$ cat src/rtl/burst_launch.sv
module burst_launch #(
  parameter int DATA_W    = 16,
  parameter int BURST_LEN = 256
) (
  input  logic              clk,
  input  logic              rst_n,
  input  logic              host_burst_ok,
  input  logic              fifo_not_empty,
  input  logic              dest_credit,
  input  logic              link_up,
  input  logic [DATA_W-1:0] din,
  output logic              fifo_rd,
  output logic              burst_active,
  output logic              word_stb,
  output logic [DATA_W-1:0] word_out,
  output logic              burst_end
);
  localparam int CNT_W = (BURST_LEN > 2) ? $clog2(BURST_LEN) : 1;

  logic              in_burst, end_pend, arm_b, arm_d;
  logic [CNT_W-1:0]  cnt;
  logic [DATA_W-1:0] chk;

  wire start = !in_burst && !end_pend && link_up && dest_credit &&
               host_burst_ok && fifo_not_empty && arm_b && arm_d;
  wire take  = in_burst && fifo_not_empty;
  wire last  = take && (cnt == CNT_W'(BURST_LEN - 1));
  wire cut   = in_burst && !fifo_not_empty;

  assign fifo_rd      = start || take;
  assign burst_active = in_burst;

  always_ff @(posedge clk or negedge rst_n) begin
    if (!rst_n) begin
      in_burst  <= 1'b0;
      end_pend  <= 1'b0;
      arm_b     <= 1'b1;
      arm_d     <= 1'b1;
      cnt       <= '0;
      chk       <= '0;
      word_stb  <= 1'b0;
      word_out  <= '0;
      burst_end <= 1'b0;
    end else begin
      if (start) begin
        in_burst <= 1'b1;
        cnt      <= CNT_W'(1);
        chk      <= din;
      end else if (take) begin
        cnt <= cnt + CNT_W'(1);
        chk <= chk ^ din;
        if (last) in_burst <= 1'b0;
      end else if (cut) begin
        in_burst <= 1'b0;
      end

      end_pend  <= last;
      burst_end <= cut || end_pend;
      word_stb  <= fifo_rd;
      if (fifo_rd)             word_out <= din;
      else if (cut || end_pend) word_out <= chk;

      if (cut)                 arm_b <= 1'b0;
      else if (!host_burst_ok) arm_b <= 1'b1;
      if (cut)                 arm_d <= 1'b0;
      else if (!fifo_not_empty) arm_d <= 1'b1;
    end
  end
endmodule

$ cat config.mk
export PLATFORM = sky130hd
export DESIGN_NAME = burst_launch
export DESIGN_NICKNAME = d
export VERILOG_FILES = /design/src/rtl/burst_launch.sv
export SDC_FILE = /design/constraint.sdc
export NUM_CORES = 1
export LEC_CHECK = 0
export ABC_AREA = 1
export CAP_MARGIN = 20
export CORE_MARGIN = 4
export CORE_UTILIZATION = 46
export CTS_CLUSTER_DIAMETER = 60
export DETAILED_ROUTE_END_ITERATION = 10
export DONT_BUFFER_PORTS = 1
export GPL_ROUTABILITY_DRIVEN = 0
export MAX_ROUTING_LAYER = met4
export PLACE_DENSITY = 0.75
export SLEW_MARGIN = 30
export SYNTH_ARGS = -nofsm -noshare
export SYNTH_HDL_FRONTEND = slang
export SYNTH_SLANG_ARGS = --single-unit
$ cat constraint.sdc
create_clock -name clk -period 1.35 [get_ports clk]
set_input_delay 0.3375 -clock clk [delete_from_list [all_inputs] [get_ports clk]]
set_output_delay 0.3375 -clock clk [all_outputs]
set_load 0.02 [all_outputs]
==> impl_metrics.csv <==
group,metric,value,unit
power_and_ir_drop,powerDensity,1528,nW/um^2
yosys,synth_warnings,0,
yosys,yosys-top-cells-area,"dfrtp_1 46%, nand2_1 16%, nand3_1 10%",
floorplan,dieArea,6382,sq um
sta,clock_skew,7.649,ps
cells_and_area,area_delta_synth_final,17.53,%
worst_hold_path,hp-class,"in2async",
yosys,synth_edf_count,0,
yosys,synth_area_per_cell,8.169,sq um
yosys,synth_ff_type,"dfrtp_1",
route,drc,0,
floorplan,rows,25,
power_and_ir_drop,power_switching,0.001507,W
route,dr_total_vias,2031,
yosys,synth_cells,291,
power_and_ir_drop,combinationalPowerShare,20.5,%
clock_tree,clkLatencyLatePin,300,ps
global_routing,grtUsageTotal,19.41,%
clock_tree,cts_tree,"built",
route,totalWireLength,5584,um
route,drtIter0Drc,136,
floorplan,start_util,49.03,%
cells_and_area,layout.nets,333,
global_routing,grt_antenna_before_repair,0,
route,dr.pass1.iters,4,
run_status,status,"finished, violations left",
yosys,synth_most_common_cell,"nand2_1",
floorplan,die_w,79.89,um
sta,slew_violations,0,
floorplan,ios,42,
global_routing,grt_overflow,0,
global_routing,grt_max_degree,47,
floorplan,core-area,4848,sq um
yosys,ys_ff_latch,46,
floorplan,die_h,79.89,um
setup_path,path_max_fanout,5,
global_routing,first_global_vias,2006,
place,port_buffers,0,
clock_tree,clock_path_buffers,2,
sta,relSlewSlack,80.37,%
setup_path,worst_ep_required_time,1010,ps
power_and_ir_drop,clockPowerShare,23.8,%
cells_and_area,antenna_cells,0,
clock_tree,clock_sinks,46,
run,cap_violations,0,
power_and_ir_drop,pwr-share-seq,55.7,%
sta,worstMarginPinSlew,294.4,ps
yosys,synth_top_area_share,46.32,%
power_and_ir_drop,power_leakage,1.471,nW
yosys,synth_top_area_cell,"dfrtp_1",
run_status,violations,"negative hold slack, negative setup slack",
route,antenna_left,0,
sta,worst_slack,-246.1,ps
setup_path,cp-start-kind,"flip-flop",
yosys,synthesis.nets,314,
yosys,syn_area,2377,sq um
route,via_per_inst,5.373,
power_and_ir_drop,vdd_drop_max,0.8193,mV
setup_path,arrival,1260,ps
place,place_ws,-108.9,ps
global_routing,grt_pass1_wl,9439,um
sta,hold_violations,46,
cells_and_area,final_layout_size_suffix_gt1_share,20.26,%
power_and_ir_drop,switching_share,35.29,%
power_and_ir_drop,p_int,0.002763,W
sta,max_freq,626.5,MHz
clock_tree,cts.htree.levels,2,
route,wl_per_cell,14.77,um
setup_path,cp-end-kind,"output port",
place,hpwl,3311,um
sta,post-route-period-util,118.2,%
yosys,ys_types,27,
clock_tree,clockRootBuffer,"clkbuf_8",
cells_and_area,post-route-util,57.63,%
sta,setup_viol,36,
clock_tree,clk_pin_slew,90,ps
yosys,ys_seq_area_share,48.53,%
setup_path,path_class,"reg2out",
yosys,ys_async_sr_fraction,100.0,%
sta,min_period,1596,ps
sta,hold_slack,-281.2,ps
clock_tree,numCtsBuffers,5,
sta,grt_setup_unrepaired,"true",
yosys,yosys-top-cells-count,"103 x nand2_1, 49 x nand3_1, 44 x dfrtp_1",
cell usage in the layout, fill, tap and decap left out, types with 2 or more instances in the layout:
master      n
nor2_4      3
nand2_4     3
nand3_4     2
buf_6       3
clkbuf_1    2
nand4_1    18
clkbuf_8    5
dfrtp_1    43
nand2_1   102
nor2_2      2
dfstp_2     2
buf_4      18
nand3_1    49
buf_12      2
nor2_1      9
a21oi_1     5
o21ai_0     3
nand2_2    12
inv_1      12
nand2_8     5
registers in the layout, summed over array words and instances, names as in the netlist:
signal and count:
burst_active 1, word_stb 1, word_out 16, cnt 8
chk 16, arm_b 1, burst_end 1, end_pend 1
arm_d 1
path summary, 6_finish.rpt:
kind / startpoint / to / slack, ps / cells past startpoint
worst max-delay path: arm_b / fifo_rd / -250 / 4
worst min-delay path: rst_n / word_out[5] / -280 / 0
worst max register to register: arm_b / word_out[13] / -230 / 9
worst min register to register: chk[11] / chk[11] / 530 / 2
max in group asynchronous: rst_n / arm_b / 1430 / 0
min in group clk: fifo_not_empty / arm_d / 140 / 1
power by group through the flow:
stage | clock network, W | registers [W] | logic [W]
2_1_floorplan | 0 | 0.00231 | 0.000700
3_3_place_gp | 0 | 0.00240 | 0.000789
3_5_place_dp | 0 | 0.00241 | 0.000819
4_1_cts | 0.00103 | 0.00238 | 0.000851
5_1_grt | 0.00108 | 0.00244 | 0.00104
6_report | 0.00102 | 0.00238 | 0.000876
critical path, cell delays in order (launching register included):
cell and delay [ps]:
dfstp_2 540, nand2_2 60, nor2_4 160, nand2_8 80, nand2_8 100
layout make-up:
cell class	instances	area (sq um)
inverter	14	55.05
timing repair buffer	24	234.0
fill	399	2054
clock buffer	7	76.32
sequential	46	1155
clock inverter	1	30.03
tap	67	83.83
multi-input combinational	219	1160
metal layers:
metal / track usage [%] / wire (um)
met5: - / 0
met4: 5.236 / 88
met3: 4.515 / 277
met2: 31.29 / 2689
met1: 24.62 / 2530
stage by stage:
stage,power [W],hold WS (ps),std cells,setup TNS (ps),area [sq um]
floorplan,0.003013,41.91,291,-53.57,2382
global placement,0.003187,43.89,361,-1584,2510
detailed placement,0.003226,43.48,361,-2503,2510
CTS,0.004257,-282.5,377,-5849,2733
global route,0.004560,-291.0,378,-8027,2794
finish,0.004270,-281.2,378,-5315,2794
cells by family after synthesis:
group / after synthesis / synth area share [%]
AND/OR/NAND/NOR: 204 / 42.05
AO/OA/AOI/OAI: 10 / 2.158
flip-flops: 46 / 48.53
buffers and inverters: 30 / 6.737
adder cells (fa/ha/maj): 1 / 0.5262
what timing repair did:
item | 4_1_cts | 5_1_grt
buffers inserted | 4 | 0
gates cloned | 4 | 1
gates resized for setup | 7 | 8
hold endpoints to repair | 46 | 46
endpoints found under the setup margin | 37 | 40
pin swaps | 4 | 5
Note: power is estimated with default switching activity, not from simulation.
